===== src/rtl/mbx_pkg.sv =====
// Package: register offsets and command field positions of the mailbox.
// Assumes byte offsets on a word-aligned host register bus.
package mbx_pkg;
    localparam int REG_W        = 32;
    localparam int NUM_BUS      = 2;
    localparam int OFS_CMD0     = 'h000;
    localparam int OFS_CMD1     = 'h004;
    localparam int OFS_DATA0    = 'h008;
    localparam int OFS_RSVD     = 'h180;
    localparam int OFS_EVT0     = 'h184;
    localparam int OFS_EVT1     = 'h188;
    localparam int OFS_DBG      = 'h18C;
    localparam int OFS_IRQ_GEN  = 'h190;
    localparam int OFS_IRQ_STAT = 'h194;
    // command word field positions
    localparam int CF_OP_LSB    = 0;
    localparam int CF_TGT_LSB   = 8;
    localparam int CF_LEN_LSB   = 16;
    localparam int CF_SPD_LSB   = 28;
    localparam int CF_INLINE    = 31;
endpackage


===== src/rtl/mbx_cmd_regs.sv =====
// Per-bus command registers and the command strobe.
// Assumes at most one host write per cycle; wr_idx selects the bus slot.
module mbx_cmd_regs #(
    parameter int NUM_BUS = 2,
    parameter int W       = 32
) (
    input  logic                                clk,
    input  logic                                rst_n,
    input  logic                                wr_en,
    input  logic [$clog2(NUM_BUS)-1:0]          wr_idx,
    input  logic [W-1:0]                        wdata,
    output logic [NUM_BUS-1:0][W-1:0]           cmd_q,
    output logic                                pulse,
    output logic [$clog2(NUM_BUS)-1:0]          pulse_bus
);
    localparam int BUS_W = $clog2(NUM_BUS);

    for (genvar b = 0; b < NUM_BUS; b++) begin : g_slot
        // Hold the last command written for bus b.
        always_ff @(posedge clk) begin
            if (!rst_n)                              cmd_q[b] <= '0;
            else if (wr_en && wr_idx == BUS_W'(b))   cmd_q[b] <= wdata;
        end
    end

    // Raise the strobe for one cycle after each command write.
    always_ff @(posedge clk) begin
        if (!rst_n) begin
            pulse     <= 1'b0;
            pulse_bus <= '0;
        end else begin
            pulse     <= wr_en;
            pulse_bus <= wr_idx;
        end
    end

    a_r2_pulse_from_write: assert property (@(posedge clk) disable iff (!rst_n)
        pulse |-> $past(wr_en));
    a_r2_pulse_word: assert property (@(posedge clk) disable iff (!rst_n)
        pulse |-> cmd_q[pulse_bus] == $past(wdata));
endmodule


===== src/rtl/mbx_data_area.sv =====
// Shared data words, written by both the host and the coprocessor.
// Assumes the coprocessor write wins on a same-word collision.
module mbx_data_area #(
    parameter int WORDS = 8,
    parameter int W     = 32
) (
    input  logic                          clk,
    input  logic                          rst_n,
    input  logic                          host_we,
    input  logic [$clog2(WORDS)-1:0]      host_idx,
    input  logic [W-1:0]                  host_wdata,
    input  logic                          cp_we,
    input  logic [$clog2(WORDS)-1:0]      cp_idx,
    input  logic [W-1:0]                  cp_wdata,
    output logic [WORDS-1:0][W-1:0]       words
);
    localparam int IDX_W = $clog2(WORDS);

    for (genvar i = 0; i < WORDS; i++) begin : g_word
        // Update word i, coprocessor first.
        always_ff @(posedge clk) begin
            if (!rst_n)                                  words[i] <= '0;
            else if (cp_we && cp_idx == IDX_W'(i))       words[i] <= cp_wdata;
            else if (host_we && host_idx == IDX_W'(i))   words[i] <= host_wdata;
        end
    end

    a_r5_cp_write_lands: assert property (@(posedge clk) disable iff (!rst_n)
        cp_we |=> words[$past(cp_idx)] == $past(cp_wdata));
endmodule


===== src/rtl/mbx_event_irq.sv =====
// Event registers, interrupt-generate register and debug word.
// Assumes a coprocessor post wins over a host write to the same register.
module mbx_event_irq #(
    parameter int NUM_BUS = 2,
    parameter int W       = 32
) (
    input  logic                          clk,
    input  logic                          rst_n,
    input  logic                          host_evt_we,
    input  logic [$clog2(NUM_BUS)-1:0]    host_evt_idx,
    input  logic                          host_gen_we,
    input  logic [W-1:0]                  host_wdata,
    input  logic                          post_valid,
    input  logic [$clog2(NUM_BUS)-1:0]    post_bus,
    input  logic [W-1:0]                  post_word,
    input  logic                          dbg_we,
    input  logic [W-1:0]                  dbg_wdata,
    output logic [NUM_BUS-1:0][W-1:0]     evt_q,
    output logic [W-1:0]                  gen_q,
    output logic [W-1:0]                  dbg_q,
    output logic                          irq
);
    localparam int BUS_W = $clog2(NUM_BUS);

    for (genvar b = 0; b < NUM_BUS; b++) begin : g_evt
        // Load a posted event, else take the host write.
        always_ff @(posedge clk) begin
            if (!rst_n)                                          evt_q[b] <= '0;
            else if (post_valid && post_bus == BUS_W'(b))        evt_q[b] <= post_word;
            else if (host_evt_we && host_evt_idx == BUS_W'(b))   evt_q[b] <= host_wdata;
        end
    end

    // Set interrupt-generate on a post, else take the host write.
    always_ff @(posedge clk) begin
        if (!rst_n)           gen_q <= '0;
        else if (post_valid)  gen_q <= W'(1);
        else if (host_gen_we) gen_q <= host_wdata;
    end

    // Capture the coprocessor debug word.
    always_ff @(posedge clk) begin
        if (!rst_n)      dbg_q <= '0;
        else if (dbg_we) dbg_q <= dbg_wdata;
    end

    assign irq = |gen_q;

    a_r6_post_loads: assert property (@(posedge clk) disable iff (!rst_n)
        post_valid |=> evt_q[$past(post_bus)] == $past(post_word) && gen_q == W'(1));
    a_r6_irq_after_post: assert property (@(posedge clk) disable iff (!rst_n)
        post_valid |=> irq);
    a_r7_evt_hold: assert property (@(posedge clk) disable iff (!rst_n)
        (!post_valid && !host_evt_we) |=> $stable(evt_q));
    a_r8_gen_hold: assert property (@(posedge clk) disable iff (!rst_n)
        (!post_valid && !host_gen_we) |=> $stable(gen_q));
endmodule


===== src/rtl/dual_cmd_mailbox.sv =====
// Top: host address decode, readback mux, command field decode and
// buffer address presentation. Assumes DATA_WORDS >= 2 and that the data
// area ends below the event block.
module dual_cmd_mailbox #(
    parameter int DATA_WORDS = 8,
    parameter int HADDR_W    = 9
) (
    input  logic                            clk,
    input  logic                            rst_n,
    input  logic                            h_wr_en,
    input  logic [HADDR_W-1:0]              h_addr,
    input  logic [31:0]                     h_wdata,
    output logic [31:0]                     h_rdata,
    output logic                            host_irq,
    output logic                            cp_cmd_valid,
    output logic                            cp_cmd_bus,
    output logic [31:0]                     cp_cmd_word,
    output logic [3:0]                      cp_cmd_op,
    output logic [7:0]                      cp_cmd_target,
    output logic [11:0]                     cp_cmd_len,
    output logic [2:0]                      cp_cmd_speed,
    output logic                            cp_cmd_inline,
    output logic [63:0]                     cp_buf_addr,
    input  logic [$clog2(DATA_WORDS)-1:0]   cp_data_idx,
    output logic [31:0]                     cp_data_rdata,
    input  logic                            cp_data_we,
    input  logic [31:0]                     cp_data_wdata,
    input  logic                            cp_evt_valid,
    input  logic                            cp_evt_bus,
    input  logic [31:0]                     cp_evt_word,
    input  logic                            cp_dbg_we,
    input  logic [31:0]                     cp_dbg_wdata
);
    import mbx_pkg::*;
    localparam int IDX_W    = $clog2(DATA_WORDS);
    localparam int DATA_END = OFS_DATA0 + 4 * DATA_WORDS;

    logic [NUM_BUS-1:0][REG_W-1:0]    cmd_q;
    logic [DATA_WORDS-1:0][REG_W-1:0] words;
    logic [NUM_BUS-1:0][REG_W-1:0]    evt_q;
    logic [REG_W-1:0]                 gen_q, dbg_q;
    logic cmd_hit, data_hit, evt_hit, gen_hit, dbg_hit, stat_hit;
    logic cmd_idx, evt_idx;
    logic [HADDR_W-1:0] data_ofs;
    logic [IDX_W-1:0]   data_idx;

    // Decode the host offset into register selects.
    always_comb begin
        cmd_hit  = (h_addr == HADDR_W'(OFS_CMD0)) || (h_addr == HADDR_W'(OFS_CMD1));
        cmd_idx  = (h_addr == HADDR_W'(OFS_CMD1));
        data_ofs = h_addr - HADDR_W'(OFS_DATA0);
        data_hit = (int'(h_addr) >= OFS_DATA0) && (int'(h_addr) < DATA_END)
                   && (h_addr[1:0] == 2'b00);
        data_idx = IDX_W'(data_ofs >> 2);
        evt_hit  = (h_addr == HADDR_W'(OFS_EVT0)) || (h_addr == HADDR_W'(OFS_EVT1));
        evt_idx  = (h_addr == HADDR_W'(OFS_EVT1));
        gen_hit  = (h_addr == HADDR_W'(OFS_IRQ_GEN));
        dbg_hit  = (h_addr == HADDR_W'(OFS_DBG));
        stat_hit = (h_addr == HADDR_W'(OFS_IRQ_STAT));
    end

    mbx_cmd_regs #(.NUM_BUS(NUM_BUS), .W(REG_W)) u_cmd (
        .clk(clk), .rst_n(rst_n),
        .wr_en(h_wr_en && cmd_hit), .wr_idx(cmd_idx), .wdata(h_wdata),
        .cmd_q(cmd_q), .pulse(cp_cmd_valid), .pulse_bus(cp_cmd_bus)
    );

    mbx_data_area #(.WORDS(DATA_WORDS), .W(REG_W)) u_data (
        .clk(clk), .rst_n(rst_n),
        .host_we(h_wr_en && data_hit), .host_idx(data_idx), .host_wdata(h_wdata),
        .cp_we(cp_data_we), .cp_idx(cp_data_idx), .cp_wdata(cp_data_wdata),
        .words(words)
    );

    mbx_event_irq #(.NUM_BUS(NUM_BUS), .W(REG_W)) u_evt (
        .clk(clk), .rst_n(rst_n),
        .host_evt_we(h_wr_en && evt_hit), .host_evt_idx(evt_idx),
        .host_gen_we(h_wr_en && gen_hit), .host_wdata(h_wdata),
        .post_valid(cp_evt_valid), .post_bus(cp_evt_bus), .post_word(cp_evt_word),
        .dbg_we(cp_dbg_we), .dbg_wdata(cp_dbg_wdata),
        .evt_q(evt_q), .gen_q(gen_q), .dbg_q(dbg_q), .irq(host_irq)
    );

    // Host readback; reserved and unmapped offsets read zero.
    always_comb begin
        h_rdata = '0;
        if (cmd_hit)       h_rdata = cmd_q[cmd_idx];
        else if (data_hit) h_rdata = words[data_idx];
        else if (evt_hit)  h_rdata = evt_q[evt_idx];
        else if (dbg_hit)  h_rdata = dbg_q;
        else if (gen_hit)  h_rdata = gen_q;
        else if (stat_hit) h_rdata = {29'd0, |gen_q, |evt_q[1], |evt_q[0]};
    end

    // Present the strobed command, its fields and the buffer address.
    always_comb begin
        cp_cmd_word   = cmd_q[cp_cmd_bus];
        cp_cmd_op     = cp_cmd_word[CF_OP_LSB +: 4];
        cp_cmd_target = cp_cmd_word[CF_TGT_LSB +: 8];
        cp_cmd_len    = cp_cmd_word[CF_LEN_LSB +: 12];
        cp_cmd_speed  = cp_cmd_word[CF_SPD_LSB +: 3];
        cp_cmd_inline = cp_cmd_word[CF_INLINE];
        cp_buf_addr   = cp_cmd_inline ? 64'd0 : {words[1], words[0]};
        cp_data_rdata = words[cp_data_idx];
    end

    a_r8_irq_follows_gen: assert property (@(posedge clk) disable iff (!rst_n)
        (h_wr_en && gen_hit && !cp_evt_valid && h_wdata == 32'd0) |=> !host_irq);
endmodule


===== config.mk =====
export PLATFORM = sky130hd
export DESIGN_NAME = dual_cmd_mailbox
export DESIGN_NICKNAME = d
export VERILOG_FILES = /design/src/rtl/mbx_pkg.sv /design/src/rtl/mbx_cmd_regs.sv /design/src/rtl/mbx_data_area.sv /design/src/rtl/mbx_event_irq.sv /design/src/rtl/dual_cmd_mailbox.sv
export SDC_FILE = /design/constraint.sdc
export NUM_CORES = 1
export LEC_CHECK = 0
export BUFFER_PORTS_ARGS = -buffer_cell sky130_fd_sc_hd__buf_2
export CAP_MARGIN = 5
export CORE_UTILIZATION = 32
export DETAILED_ROUTE_END_ITERATION = 16
export PLACE_DENSITY = 0.61
export RECOVER_POWER = 100
export SYNTH_ARGS = -nofsm -noshare
export SYNTH_HDL_FRONTEND = slang
export SYNTH_SLANG_ARGS = --single-unit

===== constraint.sdc =====
create_clock -name clk -period 3.87 [get_ports clk]
set_input_delay 0.774 -clock clk [delete_from_list [all_inputs] [get_ports clk]]
set_output_delay 0.774 -clock clk [all_outputs]
set_load 0.05 [all_outputs]

==> metrics.md, run 1 <==
| Metric | Value |
|---|---|
| Post-cts resize count | `0` |
| Hold Vio Cnt, Final | `0` |
| Pin count of the biggest net entering global routing | `131` |
| CP max FO | `53` |
| Routing usage on met1 | `0.3839` |
| Later-pin clock latency in the skew report | `around 0.6 ns` |
| Pwr per Cell Area | `367.7 nW/um^2` |
| Max IR drop VDD | `between 0.3 and 0.4 mV` |
| Final WL | `roughly 120000 um` |
| Mapped cell area | `between 20000 and 30000 um^2` |
| CP Data Required Time | `about 3.1 ns` |
| H-tree depth | `2` |
| P&R area growth vs syn | `19.56%` |
| DRC violation count after routing | `0` |
| First-pass GRT wire length | `180500 um` |
| Util after Layout | `0.3882` |
| Synth Net Count | `around 3500` |
| Met2 usage | `0.4068` |
| WL/cell | `approximately 27 um` |
| Die W | `~290 um` |
| Final HPWL from detailed placement | `a little under 80000 um` |
| Most common cell after layout, fill and taps aside | `o21ai_0` |
| Synth unique cells | `51` |
| Busiest grt layer | `met2` |
| Clk sinks | `450` |
| Crit path cell chain | `buf_4, buf_12, buf_12, mux4_2, mux2_1, o31ai_1, buf_4, a31oi_4, buf_12` |
| Detailed-route via count | `roughly 29000` |
| Skew final | `0 ns` |
| Syn Inst Count | `3306` |
| Hold Path Class | `in -> reg` |
| # setup viols final | `0` |
| Final #Nets | `about 3500` |
| Avg Cell Area, Syn | `a little over 8 um^2` |
| Setup Buffers After CTS | `0` |
| Final ANT Viol Nets | `0` |
| Worst setup EP type | `output pin` |
| Area after DPL | `31150 um^2` |
| Relative slew margins | `-0.4996` |
| Final period utilization | `0.9708` |
| Met3 GRT Util | `0.07356` |
| Grt total ovfl | `0` |
| CTS tree | `yes` |
| Critical path's most frequent cell | `buf_12` |
| Area contributors post-synth | `dfxtp_1 (33%), mux4_2 (11%), o21ai_0 (9.7%)` |
| Post-synth top area cell | `dfxtp_1` |
| Initial Utilization | `0.3247` |
| GR Util All Layers | `0.2744` |
| Most frequent cells in the layout | `o21ai_0 (527), dfxtp_1 (449), a31oi_1 (258)` |
| Hold Buf Count CTS | `0` |
| CP Class | `in -> out` |
| MaxCap Viol Count | `5` |
| Tot Pwr | `between 10000 and 15000 uW` |
| Leak | `~0.011 uW` |
| Critical Path Source Type | `input pin` |
| Final instance area | `32640 um^2` |
| Failing checks | `max-capacitance violations, max-slew violations` |
| Num CTS Buffers | `between 50 and 60` |
| Number of synthesized flops with an enable pin | `0` |
| Clock transition at path regs | `approximately 0.060 ns` |
| Top Ports | `between 300 and 400` |
| Worst Path Arrival | `between 2 and 3 ns` |
| Final min period | `about 3.8 ns` |
| Slew @ Worst Pin | `between 2 and 2.5 ns` |
| Post-synthesis register bit count | `450` |
| Sequential fraction of the synthesis area | `0.3300` |
| Max incr delay on CP | `around 0.42 ns` |
| Ys async rst share | `0` |
| Slowest cell on the critical path | `mux2_1` |
| Root Driver | `clkbuf_16` |
| # rows | `between 100 and 150` |
| Vias per cell | `between 6 and 7` |
| FMAX | `266.2 MHz` |
| DIE AREA | `between 80000 and 90000 um^2` |
| DRT iter0 DRCs | `roughly 4100` |
| Status | `finished with violations` |
| I/O Buffers | `about 340` |
| Number of global-route vias before repair | `roughly 26000` |
| Setup TNS | `0 ns` |
| Fillers | `about 8600` |
| Core Footprint | `84090 um^2` |
| GPL Wtd Cong | `0.8923` |
| Drt pass-1 iters | `6` |
| Pins Over Slew Limit | `about 290` |
| Antenna violations before repair | `13` |
| Clk buf depth | `3` |
| Die Y | `roughly 300 um` |
| Yosys top cell area share | `0.3300` |
| Ys flop type | `dfxtp_1` |
| Unrepaired setup endpoints after global routing | `false` |
| Layout cell share with drive strength beyond 1 | `0.2208` |
| Synth warn | `0` |
[stage by stage]
stage	hold slack [ns]	std cells	worst slack, ns
global route	0.4005	4573	0.05682
finish	0.3935	4579	0.1129
CTS	0.3765	4571	0.1955
detailed placement	0.4561	4471	0.1985
global placement	0.4505	4471	0.2059
floorplan	0.4423	3306	0.01756
[routing by layer]
metal	vias to the layer above	part of all wire
li1	12660	-
met1	14050	0.41
met2	1907	0.43
met3	258	0.12
met4	6	0.031
met5	-	0.00032
[path summary, 6_finish.rpt]
kind	from	to	slack, ns	cells after the start
max	h_addr[3]	h_rdata[28]	0.11	9
min	cp_dbg_wdata[11]	u_evt.dbg_q[11]	0.39	3
max reg2reg	u_data.words[47]	u_data.words[47]	2.94	2
min reg2reg	u_cmd.cmd_q[25]	u_cmd.cmd_q[25]	0.46	2
[power by group]
part | internal [uW] | switching [uW]
Clock | 3080 | 2170
Combinational | 606 | 1200
Sequential | 4800 | 152
Total | 8490 | 3520
[synthesized netlist by cell type (2+ instances only)]
cell,count
or2_2,2
o41ai_4,2
nand2_1,245
nor4bb_1,4
buf_2,28
nor3_2,2
a22o_1,3
nand3b_1,24
a211oi_1,56
and2_1,161
and3_1,48
a221oi_1,5
a31oi_1,271
buf_4,30
nand4_1,210
inv_1,14
mux4_2,128
nand3_1,114
nor2_1,102
dfxtp_1,450
nor3_1,22
mux2i_1,80
o21ai_0,527
nand2b_1,4
o311ai_0,3
a22oi_1,31
a311oi_1,44
o32ai_1,3
a21oi_1,107
nor2b_1,24
mux2_2,95
and4_1,5
o31ai_1,15
and4b_1,3
nor4_1,32
buf_1,15
clkbuf_1,383
[registers in the layout, indices dropped and copies added (netlist names)]
name	flops
u_evt.evt_q	64
u_data.words	256
u_evt.gen_q	32
u_cmd.cmd_q	64
u_cmd.pulse	1
u_cmd.pulse_bus	1
u_evt.dbg_q	32
[kinds of logic after synthesis]
logic type,count (synthesis),synth area share
AO/OA/AOI/OAI,1071,0.2281
AND/OR/NAND/NOR,1009,0.1968
buffers and inverters,472,0.07058
flip-flops,450,0.3300
multiplexers,303,0.1741
adder cells (fa/ha/maj),1,0.0004582
[area by class of cell]
class | count | area [um^2] | share of cell area
Sequential cell | 450 | 9010 | 0.2760
Inverter | 15 | 58.81 | 0.001802
Clock buffer | 84 | 1595 | 0.04887
Tap cell | 1134 | 1419 | 0.04347
Antenna cell | 8 | 20.02 | 0.0006133
Multi-Input combinational cell | 2384 | 16930 | 0.5188
Timing Repair Buffer | 488 | 3420 | 0.1048
Clock inverter | 16 | 183.9 | 0.005635
[worst max-delay path: cells and delay by family]
family	cells	cell delay [ns]
AO/OA/AOI/OAI	2	0.32
buffers and inverters	5	1.04
multiplexers	2	0.75
No activity file was read; power rests on OpenSTA's default activity.
==> run 2: changes to the inputs <==
Settings changed: PLACE_DENSITY 0.61 to 0.59, REMOVE_ABC_BUFFERS set to 1.
Clock period 3.87 ns to 3.53 ns, I/O delays scaled along.
==> run 2 against run 1 <==
  * Combinational power is 14% higher
  * Largest power group is now registers
  * Sequential cell count stayed put
  * Largest cell class unchanged
  * Clock-buffer cell count is 15 lower
  * Core utilization is 0.076 points higher
  * Non-clock buffer count is 28 higher
  * Via count is 0.63% higher
  * Final cell count is 0.41% higher
  * The run still ends with max-capacitance violations, max-slew violations left
==> metrics.md, run 2 (synthesized netlist as in run 1, its figures left out) <==
| Metric | Value |
|---|---|
| Fillers | `8540 (-0.55%)` |
| GR Util All Layers | `0.2761 (+0.001643)` |
| Worst Path Arrival | `2.80 ns (-0.18 ns)` |
| Final ANT Viol Nets | `0 (unchanged)` |
| Slew @ Worst Pin | `2.702 ns (+0.4526 ns)` |
| Initial Utilization | `0.3247 (unchanged)` |
| Layout cell share with drive strength beyond 1 | `0.2493 (+0.02852)` |
| Final period utilization | `0.9922` |
| Most frequent cells in the layout | `o21ai_0 (527), dfxtp_1 (449), buf_2 (310)` |
| H-tree depth | `2 (unchanged)` |
| Hold Vio Cnt, Final | `0 (unchanged)` |
| MaxCap Viol Count | `2 (-3)` |
| Registers with the most flip-flops | `u_data.words x256, u_cmd.cmd_q x64, u_evt.evt_q x64` |
| # setup viols final | `0 (unchanged)` |
| Max IR drop VDD | `0.3137 mV (+3.5%)` |
| Num CTS Buffers | `49 (-9.3%)` |
| Unrepaired setup endpoints after global routing | `true` |
| Worst Slack Setup Final | `0.02737 ns (-0.08549 ns)` |
| CTS tree | `yes` |
| Skew final | `0 ns (unchanged)` |
| Grt total ovfl | `0 (unchanged)` |
| DRC violation count after routing | `0 (unchanged)` |
| Worst Hold Path Cells | `3 (unchanged)` |
| Worst setup EP type | `output pin` |
| Top Ports | `338 (unchanged)` |
| Clock transition at path regs | `0.06 ns (about the same)` |
| Die W | `294.1 um (unchanged)` |
| CP Class | `in -> out` |
| Detailed-route via count | `29060 (+0.63%)` |
| Final WL | `124500 um (+1.1%)` |
| # rows | `106 (unchanged)` |
| Core Footprint | `84090 um^2 (unchanged)` |
| Critical Path Source Type | `input pin` |
| Most common cell after layout, fill and taps aside | `o21ai_0` |
| Status | `finished with violations` |
| FMAX | `285.5 MHz` |
| Antenna violations before repair | `9 (-4)` |
| Failing checks | `max-capacitance violations, max-slew violations` |
| Die Y | `294.1 um (unchanged)` |
| Final #Nets | `3564 (+0.65%)` |
| CP max FO | `49 (-7.5%)` |
| Root Driver | `clkbuf_16` |
| CP Data Required Time | `2.82 ns (-0.28 ns)` |
| Hold Path Class | `in -> reg` |
| Tot Pwr | `12890 uW (+7.4%)` |
| Clk buf depth | `3 (unchanged)` |
| Clk sinks | `450 (unchanged)` |
| Most flop-heavy register | `u_data.words` |
| Relative slew margins | `-0.8013 (-0.3017)` |
| P&R area growth vs syn | `19.79%` |
| Vias per cell | `6.319 (+0.21%)` |
| DRT iter0 DRCs | `3825 (-6.1%)` |
| R2R cell count | `2 (unchanged)` |
| Later-pin clock latency in the skew report | `0.61 ns (about the same)` |
| Pwr per Cell Area | `394.2 nW/um^2 (+7.2%)` |
| WL/cell | `27.07 um (+0.73%)` |
| Final min period | `approximately 3.5 ns` |
| Max FFs per register | `256 (unchanged)` |
| Drt pass-1 iters | `6 (unchanged)` |
| Leak | `0.01162 uW (+3.8%)` |
| Final HPWL from detailed placement | `80340 um (+1.2%)` |
| Pins Over Slew Limit | `69 (-76%)` |
| DIE AREA | `86480 um^2 (unchanged)` |
| First-pass GRT wire length | `181600 um (+0.57%)` |
| GPL Wtd Cong | `0.9324 (+4.5%)` |
| Pin count of the biggest net entering global routing | `158 (+21%)` |
| Setup Slack @ Placement | `-0.1529 ns (-0.3515 ns)` |
| Number of global-route vias before repair | `26580 (+0.74%)` |
| I/O Buffers | `337 (unchanged)` |
[run 2: changes by cell type in the layout (fill, tap and decap cells not counted), moves of 13 or more]
cell,previous run,this run
buf_2,194,310
a31oi_4,13,0
clkbuf_1,83,13
buf_4,91,122
clkbuf_2,80,2
mux2_2,62,95
mux2_1,33,0
[run 2: per-layer routing]
metal  wire length, um  global-route usage  share of wire  up-vias
li1                  -                   -              -    12680
met1             51010              0.3833           0.41    14070
met2             54460              0.4147           0.44     1995
met3             13180             0.04849           0.11      303
met4              5658              0.1232          0.045        6
met5               157             0.01134         0.0013        -
[run 2: path summary, 6_finish.rpt]
check | slack, ns | endpoint | start
hold / removal | 0.33 | u_evt.dbg_q[2] | cp_dbg_wdata[2]
setup / recovery | 0.03 | h_rdata[3] | h_addr[3]
hold reg to reg | 0.46 | u_cmd.cmd_q[9] | u_cmd.cmd_q[9]
setup reg to reg | 2.63 | u_data.words[37] | u_data.words[37]
[run 2: cell type report]
type | count | area, um^2 | share of cell area
inverter | 15 | 58.81 | 0.001798
clock buffer | 69 | 1464 | 0.04476
tap | 1134 | 1419 | 0.04339
multi-input combinational | 2384 | 16580 | 0.5070
antenna | 7 | 17.52 | 0.0005356
timing repair buffer | 516 | 3970 | 0.1214
sequential | 450 | 9010 | 0.2755
clock inverter | 23 | 183.9 | 0.005624
[run 2: repair_timing]
item,4_1_cts,5_1_grt
endpoints found under the setup margin,9,18
cloned,0,2
pin swaps,0,1
resized for setup,8,14
buffers inserted,0,6
hold buffers,0,0
[run 2: where the power goes]
group          switching, uW  total [uW]  internal (uW)
Sequential               171        5430           5260
Clock                   2380        5420           3040
Combinational           1340        2050            711
Total                   3880       12900           9010
[run 2: metrics by stage]
step                hold slack [ns]  cells   TNS [ns]  utilization  area (um^2)
floorplan                    0.4423   2849   -3413.14            -        25430
global placement             0.4513   4491    -0.4033       0.3669        30850
detailed placement           0.4567   4491    -0.5102       0.3669        30850
CTS                          0.3065   4583          0       0.3869        32530
global route                 0.3355   4594  -0.009559       0.3888        32690
finish                       0.3307   4598          0       0.3889        32700
[run 2: critical path, stage by stage]
cell	delay, ns
buf_4	0.14
buf_12	0.21
buf_12	0.29
mux4_2	0.35
mux2_2	0.33
nor3_1	0.27
a311oi_1	0.11
buf_4	0.17
buf_12	0.14
